==> src/rtl/bws_pkg.sv <==
package bws_pkg;

    typedef enum logic [1:0] {
        SZ_BYTE = 2'd0,
        SZ_HALF = 2'd1,
        SZ_WORD = 2'd2,
        SZ_BAD  = 2'd3
    } acc_size_e;

    typedef enum logic [1:0] {
        DW_8  = 2'd0,
        DW_16 = 2'd1,
        DW_32 = 2'd2
    } dev_width_e;

    typedef enum logic [1:0] {
        ST_IDLE,
        ST_XFER,
        ST_FINISH
    } seq_state_e;

    localparam int DATA_W = 32;

    // index of the final transfer (transfer count minus one)
    function automatic logic [1:0] last_xfer(input logic [1:0] devw, input logic [1:0] size);
        logic [1:0] diff;
        diff = size - devw;
        if (size <= devw)       return 2'd0;
        else if (diff == 2'd1)  return 2'd1;
        else                    return 2'd3;
    endfunction

    function automatic logic [DATA_W-1:0] size_mask(input logic [1:0] size);
        case (size)
            SZ_BYTE: return 32'h0000_00FF;
            SZ_HALF: return 32'h0000_FFFF;
            default: return 32'h00FF_FFFF;
        endcase
    endfunction

    function automatic logic [DATA_W-1:0] width_mask(input logic [1:0] devw);
        case (devw)
            DW_8:    return 32'h0000_00FF;
            DW_16:   return 32'h0000_FFFF;
            default: return 32'hFFFF_FFFF;
        endcase
    endfunction

endpackage

==> src/rtl/bws_decode.sv <==
module bws_decode
    import bws_pkg::*;
#(
    parameter int                 NREG     = 3,
    parameter int                 AW       = 16,
    parameter int                 RW       = 2,
    parameter logic [NREG*AW-1:0] REG_BASE = '0,
    parameter logic [NREG*AW-1:0] REG_LAST = '0,
    parameter logic [NREG*2-1:0]  REG_DEVW = '0
) (
    input  logic [AW-1:0] addr,
    output logic          hit,
    output logic [RW-1:0] idx,
    output logic [1:0]    devw
);

    logic [NREG-1:0] match;

    generate
        for (genvar g = 0; g < NREG; g++) begin : g_range
            assign match[g] = (addr >= REG_BASE[g*AW +: AW]) && (addr <= REG_LAST[g*AW +: AW]);
        end
    endgenerate

    // lowest-numbered matching region wins
    always_comb begin
        hit  = 1'b0;
        idx  = '0;
        devw = DW_32;
        for (int i = NREG - 1; i >= 0; i--) begin
            if (match[i]) begin
                hit  = 1'b1;
                idx  = RW'(i);
                devw = REG_DEVW[i*2 +: 2];
            end
        end
    end

endmodule

==> src/rtl/bws_lanes.sv <==
module bws_lanes
    import bws_pkg::*;
(
    input  logic [DATA_W-1:0] wdata,
    input  logic [1:0]        size,
    input  logic [1:0]        devw,
    input  logic [1:0]        xfer,
    input  logic [DATA_W-1:0] dev_rdata,
    output logic [DATA_W-1:0] slice_wdata,
    output logic [DATA_W-1:0] rd_part
);

    logic [6:0]        shift;
    logic [DATA_W-1:0] amask;
    logic [DATA_W-1:0] dmask;

    always_comb begin
        shift       = 7'(xfer) << (7'd3 + 7'(devw));
        amask       = size_mask(size);
        dmask       = width_mask(devw);
        slice_wdata = ((wdata & amask) >> shift) & dmask;
        rd_part     = ((dev_rdata & dmask) << shift) & amask;
    end

endmodule

==> src/rtl/bws_seq.sv <==
module bws_seq
    import bws_pkg::*;
#(
    parameter int NREG      = 3,
    parameter int AW        = 16,
    parameter int RW        = 2,
    parameter int FLASH_IDX = 2
) (
    input  logic              clk,
    input  logic              rst_n,
    input  logic              req_valid,
    input  logic [AW-1:0]     req_addr,
    input  logic [1:0]        req_size,
    input  logic              req_we,
    input  logic [DATA_W-1:0] req_wdata,
    input  logic [NREG*2-1:0] cfg_wait,
    input  logic              dec_hit,
    input  logic [RW-1:0]     dec_idx,
    input  logic [1:0]        dec_devw,
    input  logic [DATA_W-1:0] rd_part,
    output logic [DATA_W-1:0] lat_wdata,
    output logic [1:0]        lat_size,
    output logic [1:0]        lat_devw,
    output logic [1:0]        xfer,
    output logic              busy,
    output logic              done,
    output logic              err,
    output logic [DATA_W-1:0] rsp_rdata,
    output logic              dev_en,
    output logic              dev_we,
    output logic [RW-1:0]     dev_sel,
    output logic [AW-1:0]     dev_addr
);

    seq_state_e        state, state_nx;
    logic [AW-1:0]     lat_addr;
    logic              lat_we;
    logic [RW-1:0]     lat_reg;
    logic [1:0]        lat_cyc;
    logic [1:0]        lat_last;
    logic [1:0]        cnt;
    logic [DATA_W-1:0] rdacc;
    logic              err_q;
    logic              reject;
    logic              xfer_end;
    logic              xfer_final;

    assign reject = !dec_hit || (req_size == SZ_BAD)
                  || (req_we && (dec_idx == RW'(FLASH_IDX)) && (req_size != SZ_HALF));
    assign xfer_end   = (cnt == lat_cyc);
    assign xfer_final = xfer_end && (xfer == lat_last);

    // next-state logic: T_ACCEPT, T_REJECT, T_NEXT, T_LAST, T_RETIRE
    always_comb begin
        state_nx = state;
        unique case (state)
            ST_IDLE:   if (req_valid) state_nx = reject ? ST_FINISH : ST_XFER;
            ST_XFER:   if (xfer_final) state_nx = ST_FINISH;
            ST_FINISH: state_nx = ST_IDLE;
            default:   state_nx = ST_IDLE;
        endcase
    end

    // state register
    always_ff @(posedge clk) begin
        if (!rst_n) state <= ST_IDLE;
        else        state <= state_nx;
    end

    // request context, counters and read assembly
    always_ff @(posedge clk) begin
        if (!rst_n) begin
            lat_addr  <= '0;
            lat_we    <= 1'b0;
            lat_wdata <= '0;
            lat_size  <= SZ_BYTE;
            lat_devw  <= DW_32;
            lat_reg   <= '0;
            lat_cyc   <= '0;
            lat_last  <= '0;
            cnt       <= '0;
            xfer      <= '0;
            rdacc     <= '0;
            err_q     <= 1'b0;
        end else begin
            unique case (state)
                ST_IDLE: begin
                    if (req_valid) begin
                        lat_addr  <= req_addr;
                        lat_we    <= req_we;
                        lat_wdata <= req_wdata;
                        lat_size  <= req_size;
                        lat_devw  <= dec_devw;
                        lat_reg   <= dec_idx;
                        lat_cyc   <= cfg_wait[dec_idx*2 +: 2];
                        lat_last  <= last_xfer(dec_devw, req_size);
                        cnt       <= '0;
                        xfer      <= '0;
                        rdacc     <= '0;
                        err_q     <= reject;
                    end
                end
                ST_XFER: begin
                    if (xfer_end) begin
                        cnt  <= '0;
                        xfer <= xfer + 2'd1;
                        if (!lat_we) rdacc <= rdacc | rd_part;
                    end else begin
                        cnt <= cnt + 2'd1;
                    end
                end
                default: ;
            endcase
        end
    end

    // outputs
    always_comb begin
        busy      = (state != ST_IDLE);
        done      = (state == ST_FINISH);
        err       = done && err_q;
        rsp_rdata = done ? rdacc : '0;
        dev_en    = (state == ST_XFER);
        dev_we    = dev_en && lat_we;
        dev_sel   = lat_reg;
        dev_addr  = lat_addr + (AW'(xfer) << lat_devw);
    end

endmodule

==> src/rtl/bus_width_splitter.sv <==
module bus_width_splitter
    import bws_pkg::*;
#(
    parameter int                 NREG      = 3,
    parameter int                 AW        = 16,
    parameter int                 FLASH_IDX = 2,
    parameter logic [NREG*AW-1:0] REG_BASE  = {16'h8000, 16'h1000, 16'h0000},
    parameter logic [NREG*AW-1:0] REG_LAST  = {16'hFFFF, 16'h1FFF, 16'h0FFF},
    parameter logic [NREG*2-1:0]  REG_DEVW  = {2'd1, 2'd0, 2'd2},
    localparam int                RW        = (NREG > 1) ? $clog2(NREG) : 1
) (
    input  logic              clk,
    input  logic              rst_n,
    input  logic              req_valid,
    input  logic [AW-1:0]     req_addr,
    input  logic [1:0]        req_size,
    input  logic              req_we,
    input  logic [DATA_W-1:0] req_wdata,
    input  logic [NREG*2-1:0] cfg_wait,
    output logic              busy,
    output logic              done,
    output logic              err,
    output logic [DATA_W-1:0] rsp_rdata,
    output logic              dev_en,
    output logic              dev_we,
    output logic [RW-1:0]     dev_sel,
    output logic [AW-1:0]     dev_addr,
    output logic [DATA_W-1:0] dev_wdata,
    input  logic [DATA_W-1:0] dev_rdata
);

    logic              dec_hit;
    logic [RW-1:0]     dec_idx;
    logic [1:0]        dec_devw;
    logic [DATA_W-1:0] lat_wdata;
    logic [1:0]        lat_size;
    logic [1:0]        lat_devw;
    logic [1:0]        xfer;
    logic [DATA_W-1:0] slice_wdata;
    logic [DATA_W-1:0] rd_part;

    bws_decode #(
        .NREG(NREG), .AW(AW), .RW(RW),
        .REG_BASE(REG_BASE), .REG_LAST(REG_LAST), .REG_DEVW(REG_DEVW)
    ) u_decode (
        .addr (req_addr),
        .hit  (dec_hit),
        .idx  (dec_idx),
        .devw (dec_devw)
    );

    bws_seq #(
        .NREG(NREG), .AW(AW), .RW(RW), .FLASH_IDX(FLASH_IDX)
    ) u_seq (
        .clk       (clk),
        .rst_n     (rst_n),
        .req_valid (req_valid),
        .req_addr  (req_addr),
        .req_size  (req_size),
        .req_we    (req_we),
        .req_wdata (req_wdata),
        .cfg_wait  (cfg_wait),
        .dec_hit   (dec_hit),
        .dec_idx   (dec_idx),
        .dec_devw  (dec_devw),
        .rd_part   (rd_part),
        .lat_wdata (lat_wdata),
        .lat_size  (lat_size),
        .lat_devw  (lat_devw),
        .xfer      (xfer),
        .busy      (busy),
        .done      (done),
        .err       (err),
        .rsp_rdata (rsp_rdata),
        .dev_en    (dev_en),
        .dev_we    (dev_we),
        .dev_sel   (dev_sel),
        .dev_addr  (dev_addr)
    );

    bws_lanes u_lanes (
        .wdata       (lat_wdata),
        .size        (lat_size),
        .devw        (lat_devw),
        .xfer        (xfer),
        .dev_rdata   (dev_rdata),
        .slice_wdata (slice_wdata),
        .rd_part     (rd_part)
    );

    assign dev_wdata = dev_we ? slice_wdata : '0;

endmodule

==> config.mk <==
export PLATFORM = sky130hd
export DESIGN_NAME = bus_width_splitter
export DESIGN_NICKNAME = d
export VERILOG_FILES = /design/src/rtl/bws_pkg.sv /design/src/rtl/bws_decode.sv /design/src/rtl/bws_lanes.sv /design/src/rtl/bws_seq.sv /design/src/rtl/bus_width_splitter.sv
export SDC_FILE = /design/constraint.sdc
export NUM_CORES = 1
export LEC_CHECK = 0
export ABC_AREA = 1
export CAP_MARGIN = 10
export CORE_MARGIN = 2
export CORE_UTILIZATION = 49
export CTS_CLUSTER_SIZE = 28
export DETAILED_ROUTE_END_ITERATION = 8
export PLACE_DENSITY = 0.86
export SLEW_MARGIN = 20
export SYNTH_ARGS = -nofsm -noshare
export SYNTH_HDL_FRONTEND = slang
export SYNTH_SLANG_ARGS = --single-unit
==> constraint.sdc <==
create_clock -name clk -period 3.4 [get_ports clk]
set_input_delay 0.68 -clock clk [delete_from_list [all_inputs] [get_ports clk]]
set_output_delay 0.68 -clock clk [all_outputs]
set_load 0.01 [all_outputs]
==> impl_metrics.toml, run 1 <==
[run_status]
status = "finished with violations"
failed_checks = "setup timing"

[logic_synthesis]
syn_avg_cell_area_um2 = 5.897
yosysTopAreaCellShare = 0.2556
synth_cells = 1076
yosysTopAreaCell = "dfxtp_1"
yosysSeqAreaShare = 0.2556
ys_top_cells_by_area = "dfxtp_1 (26%), nand2_1 (17%), nand3_1 (14%)"
synth_cell_types = 34
syn-cell-area_um2 = 6345
yosys_warnings = 0
ys_ff_latch = 81

[setup_path]
required_ns = 2.72
end_kind = "output port"
critPathArrivalTime_ns = 2.76
cp_max_fo = 8
startpoint_type = "flip-flop"
crit_type = "reg2out"

[timing]
setup_ws_ns = -0.03544
fmax_mhz = 291.1
maxSlewViolCount = 0
finalCritPeriodShare = 1.010
finalClockSkew_ns = 0.005518
hold_viol = 0
setup_viol = 3
period_needed_ns = 3.435
setup_tns_ns = -0.08638
rsz0062_at_grt = "yes"

[die]
dieHeight_um = 117.8
start_util = 0.5028
core_um2 = 12620
dieArea_um2 = 13870
rows = 41
fp.dieW_um = 117.8
ioPinCount = 179

[clock_tree]
cts_root_buf = "clkbuf_16"
htreeDepth = 3
clk_pin_slew_worst_paths_ns = 0.06
cts_hold_buf = 0
clock_latency_ns = 0.35
clock-sinks = 81
cts_buffers = 9
cts_tree = "built"
cts_buffer_depth = 2

[routing]
wl_met2_um = 10230
drc = 0
first_iter_violations = 841
top_layer_used = "met4"
vias = 7845
wl_met3_um = 1886
antenna_left = 0
wl_per_cell_um = 15.21
met1_length_um = 8996
drt_first_pass_iters = 6
via_per_inst = 5.525
drt-total-wl_um = 21600

[power_and_ir_drop]
switching_power_uw = 980.4
p_int_uw = 2012
pwr_density_cell_nw_per_um2 = 338.4
clockPowerShare = 0.337
seq_power_share = 0.355
p_leak_uw = 0.004034
pwr-share-comb = 0.308
peakVddDrop_mv = 0.2464
switching_share = 0.3276
power_uw = 2993

[place]
port_buffers = 146
placedInstanceArea_um2 = 8182
gp_congestion = 0.9289
hpwl_um = 15410

[global_routing]
grt.overflow.total = 0
grt_max_degree = 38
antenna_found_initial = 0
grt_pass1_vias = 7273
grt_pass1_wl_um = 34920
track_usage = 0.3027

[layout]
final_cell_mix = "nand2_1 (267), nand3_1 (167), inv_1 (115)"
drive_gt1_frac = 0.1490
fin_area_um2 = 8842
nets = 1347
nFillCells = 1124
area_growth_pct = 39.36
mostFrequentLayoutCell = "nand2_1"
seqCellArea_um2 = 1625
multi_input_area_um2 = 4194
n_antenna_cell = 0

[worst_hold_path]
min_path_type = "reg2reg"

[flow_run]
maxCapViolations = 0
## synth_stat cells
library cell	n
o211ai_1	8
a21boi_0	1
xnor2_1	2
nor3_2	1
buf_2	20
a2111oi_0	1
clkbuf_1	39
nand3_2	2
nand4_1	35
o22ai_2	1
o31ai_1	1
a31oi_1	6
buf_4	20
conb_1	1
ha_1	10
a22o_1	22
o21ai_0	47
nor2_1	106
dfxtp_1	81
nor2_2	2
o22ai_1	8
fa_1	2
nor2_4	1
a22oi_1	2
nand2_1	279
inv_2	4
o21a_1	4
nand3_1	182
inv_1	119
xor2_1	12
nor3_1	5
clkbuf_2	1
nand3b_1	1
a21oi_1	50
## stage by stage
step	setup slack, ns	cells	util	hold WS (ns)
6_report	-0.03544	1420	0.7007	0.4572
5_1_grt	-0.2475	1420	0.7007	0.4723
4_1_cts	-0.09472	1412	0.6811	0.4608
3_5_place_dp	-0.2076	1387	0.6483	0.4513
3_3_place_gp	-0.1717	1387	0.6483	0.4458
2_1_floorplan	0.2686	1091	-	0.4362
## routing by layer
layer	vias up	GRT usage
li1	3848	-
met1	3584	0.3875
met2	366	0.4975
met3	47	0.07461
met4	0	0.1024
met5	-	0
## final timing paths
kind,endpoint,slack [ns],cells past startpoint,start
max,dev_wdata[2],-0.04,18,u_seq.lat_devw[0]
min,u_seq.rdacc[11],0.46,2,u_seq.rdacc[11]
max reg2reg,u_seq.rdacc[20],0.70,15,u_seq.lat_devw[0]
min reg2reg,u_seq.rdacc[11],0.46,2,u_seq.rdacc[11]
## cells by family (layout without fill, tap and decap cells)
logic type / count (synthesis) / in the layout / synth area share
AND/OR/NAND/NOR: 614 / 614 / 0.4194
buffers and inverters: 203 / 360 / 0.1361
XOR/XNOR: 14 / 14 / 0.01933
flip-flops: 81 / 81 / 0.2556
adder cells (fa/ha/maj): 12 / 12 / 0.02603
AO/OA/AOI/OAI: 151 / 151 / 0.1430
other: 1 / 16 / 0.0005910
## area by class of cell
class	count	share of cell area
multi-input combinational	807	0.4743
timing repair buffer	221	0.2295
inverter	123	0.05321
tap	172	0.02434
clock inverter	4	0.005802
clock buffer	12	0.02901
sequential	81	0.1838
## power by group through the flow
stage | logic [uW] | clock network, uW | registers [uW]
2_1_floorplan | 536 | 0 | 1070
3_3_place_gp | 821 | 0 | 1080
3_5_place_dp | 832 | 0 | 1080
4_1_cts | 862 | 1010 | 1060
5_1_grt | 1010 | 1050 | 1070
6_report | 921 | 1010 | 1060
## sequential cells by signal, indices dropped and copies added (netlist names)
| name | count |
|---|---|
| u_seq.lat_wdata | 24 |
| u_seq.rdacc | 24 |
| u_seq.lat_addr | 16 |
| u_seq.cnt | 2 |
| u_seq.lat_cyc | 2 |
| u_seq.lat_devw | 2 |
| u_seq.lat_last | 2 |
| u_seq.lat_size | 2 |
| u_seq.state | 2 |
| u_seq.xfer | 2 |
| u_seq.dev_sel | 1 |
| u_seq.err_q | 1 |
| u_seq.lat_we | 1 |
## critical path, cell delays in order (launching register included)
cell      delay (ns)
dfxtp_2         0.36
inv_2           0.06
buf_4           0.14
ha_4            0.25
inv_4           0.07
nand2_4         0.06
nand3_4         0.13
buf_12          0.13
nand3_1         0.08
o211ai_1        0.25
buf_4           0.16
buf_4           0.10
nand3_2         0.06
nand2_2         0.10
nand2_2         0.09
nand2_2         0.08
nand2_2         0.06
nor2_4          0.12
buf_6           0.11
## timing repair
item                                   4_1_cts  5_1_grt
buffers inserted                             9        7
resized for setup                           94       90
endpoints found under the hold margin        0        0
pin swaps                                   15       31
setup endpoints to repair                   36       26
cloned                                       0        1
Power figures use the tool's default switching activity.
==> inputs of run 2 (changes only) <==
--- a/config.mk
+++ b/config.mk
@@ -8,11 +8,13 @@
 export ABC_AREA = 1
 export CAP_MARGIN = 10
 export CORE_MARGIN = 2
-export CORE_UTILIZATION = 49
+export CORE_UTILIZATION = 50
 export CTS_CLUSTER_SIZE = 28
 export DETAILED_ROUTE_END_ITERATION = 8
-export PLACE_DENSITY = 0.86
+export HOLD_SLACK_MARGIN = 0.03
+export PLACE_DENSITY = 0.84
 export SLEW_MARGIN = 20
 export SYNTH_ARGS = -nofsm -noshare
 export SYNTH_HDL_FRONTEND = slang
+export SYNTH_HIERARCHICAL = 1
 export SYNTH_SLANG_ARGS = --single-unit
==> run 2 against run 1 <==
Against the previous run:
- the run now ends clean
- first-iteration DRC count grew 13%
- cell count up 19%
- register-to-register slack improved by 0.16 ns
- clock power grew 25%
- critical path type unchanged
- largest cell class unchanged
- non-clock buffer count shrank 4
- worst hold slack about the same
- power is 26% higher
- routed wire length rose by 17%
==> impl_metrics.toml, run 2 <==
[layout]
mostFrequentLayoutCell = "nand2_1"
area_growth_pct = 32.54
top_register = "u_seq/rdacc"
top_regs = "u_seq/rdacc (32), u_seq/lat_wdata (24), u_seq/lat_addr (16)"
n_antenna_cell = 0
largest_reg_flops = 32
drive_gt1_frac = 0.1090
final_cell_mix = "nand2_1 (343), nor2_1 (202), nand3_1 (179)"
nFillCells = 1417
nets = 1595

[timing]
rsz0062_at_grt = "yes"
fmax_mhz = 299.6
maxSlewViolCount = 0
finalClockSkew_ns = 0.007073
setup_tns_ns = 0
worstMarginPinSlew_ns = 0.9593
setup_viol = 0
period_needed_ns = 3.338
hold_viol = 0
finalCritPeriodShare = 0.9817
max_slew_margin = 0.3598

[power_and_ir_drop]
power_uw = 3782
peakVddDrop_mv = 0.2633
pwr_density_cell_nw_per_um2 = 372.4
p_leak_uw = 0.005036

[die]
core_um2 = 15090
ioPinCount = 179
rows = 45
fp.dieW_um = 127.8
dieArea_um2 = 16330
dieHeight_um = 127.8
start_util = 0.5079

[clock_tree]
cts_tree = "built"
cts_root_buf = "clkbuf_16"
clk_pin_slew_worst_paths_ns = 0.07
clock_latency_ns = 0.36
cts_buffer_depth = 2
clock-sinks = 90
cts_buffers = 9
htreeDepth = 3
cts_hold_buf = 0

[routing]
wl_per_cell_um = 15.05
vias = 9268
drc = 0
antenna_left = 0
wl_met3_um = 2162
met1_length_um = 10860
via_per_inst = 5.507
top_layer_used = "met4"
drt-total-wl_um = 25330
first_iter_violations = 949
wl_met2_um = 11630
drt_first_pass_iters = 5

[logic_synthesis]
yosys_warnings = 6
synth_cells = 1351
syn-cell-area_um2 = 7664
syn_avg_cell_area_um2 = 5.673

[setup_path]
end_kind = "output port"
crit_chain = "buf_4 > nor3_1 > ha_2 > fa_2 > nand3_1 > nand2_2 > nand3_2 > nand2_2 > nand3b_1 > nand2_1 > clkdlybuf4s50_1"
crit_type = "reg2out"
startpoint_type = "flip-flop"
critPathMostFrequentCell = "nand2_2"
critPathLaunch = "u_seq/lat_devw[1]"
cp_max_fo = 6
rr_startpoint = "u_seq/lat_devw[1]"
critPathArrivalTime_ns = 2.66
path_buf_inv = 2
max_stage_delay_ns = 0.53
critPathSlowestCell = "clkdlybuf4s50_1"
cp_top_family = "simple AND/OR/NAND/NOR gates"
required_ns = 2.72

[global_routing]
grt_max_degree = 59
grt.overflow.total = 0
track_usage = 0.2974
antenna_found_initial = 0
grt_pass1_vias = 8340
grt_pass1_wl_um = 39550

[worst_hold_path]
min_path_type = "reg2reg"
holdCritStartpoint = "u_seq/rdacc[27]"

[flow_run]
maxCapViolations = 0

[place]
gp_congestion = 0.9605
hpwl_um = 17530
port_buffers = 154

[run_status]
status = "completed"
[run 2: tightest hold or removal path: stages, from the launching register on]
cell	delay [ns]
dfxtp_1	0.30
inv_1	0.06
a21oi_1	0.06
[run 2: cell type report]
cell class | count | area (um2) | share of cell area
Inverter | 145 | 554.3 | 0.05457
Sequential cell | 90 | 1808 | 0.1780
Multi-Input combinational cell | 1027 | 4974 | 0.4897
Clock inverter | 7 | 146.4 | 0.01441
Tap cell | 188 | 235.2 | 0.02316
Clock buffer | 9 | 225.2 | 0.02217
Timing Repair Buffer | 217 | 2215 | 0.2180
[run 2: repair_timing]
action                                  CTS  global route
pin swaps                                 8            15
endpoints found under the setup margin   37            28
buffers inserted                          2            16
cloned                                    1             6
resized for setup                        59            66
[run 2: path summary, 6_finish.rpt]
kind	to	slack, ns	depth (start not counted)
min	u_seq/rdacc[27]	0.46	2
max	dev_addr[14]	0.06	11
max reg2reg	u_seq/rdacc[15]	0.86	15
min reg2reg	u_seq/rdacc[27]	0.46	2
[run 2: metrics by stage]
stage	hold WS, ns	setup WS, ns	utilization	instances	area [um2]
CTS	0.4579	0.007253	0.6439	1662	9716
global placement	0.4457	0.01787	0.6122	1643	9238
detailed placement	0.4470	-0.04621	0.6122	1643	9238
finish	0.4575	0.06227	0.6731	1683	10160
global route	0.4747	-0.07510	0.6731	1683	10160
floorplan	0.4362	0.5668	-	1366	7720
[run 2: report_power, final]
part / internal, uW / leakage [uW] / switching (uW)
registers: 1150 / 0.000741 / 65.5
logic: 513 / 0.00411 / 799
clock network: 799 / 0.000181 / 459
[run 2: routing by layer]
metal | global-route usage | vias up
met5 | 0 | -
met4 | 0.1267 | 0
met3 | 0.06010 | 58
met2 | 0.4766 | 416
met1 | 0.3900 | 4207
li1 | - | 4587
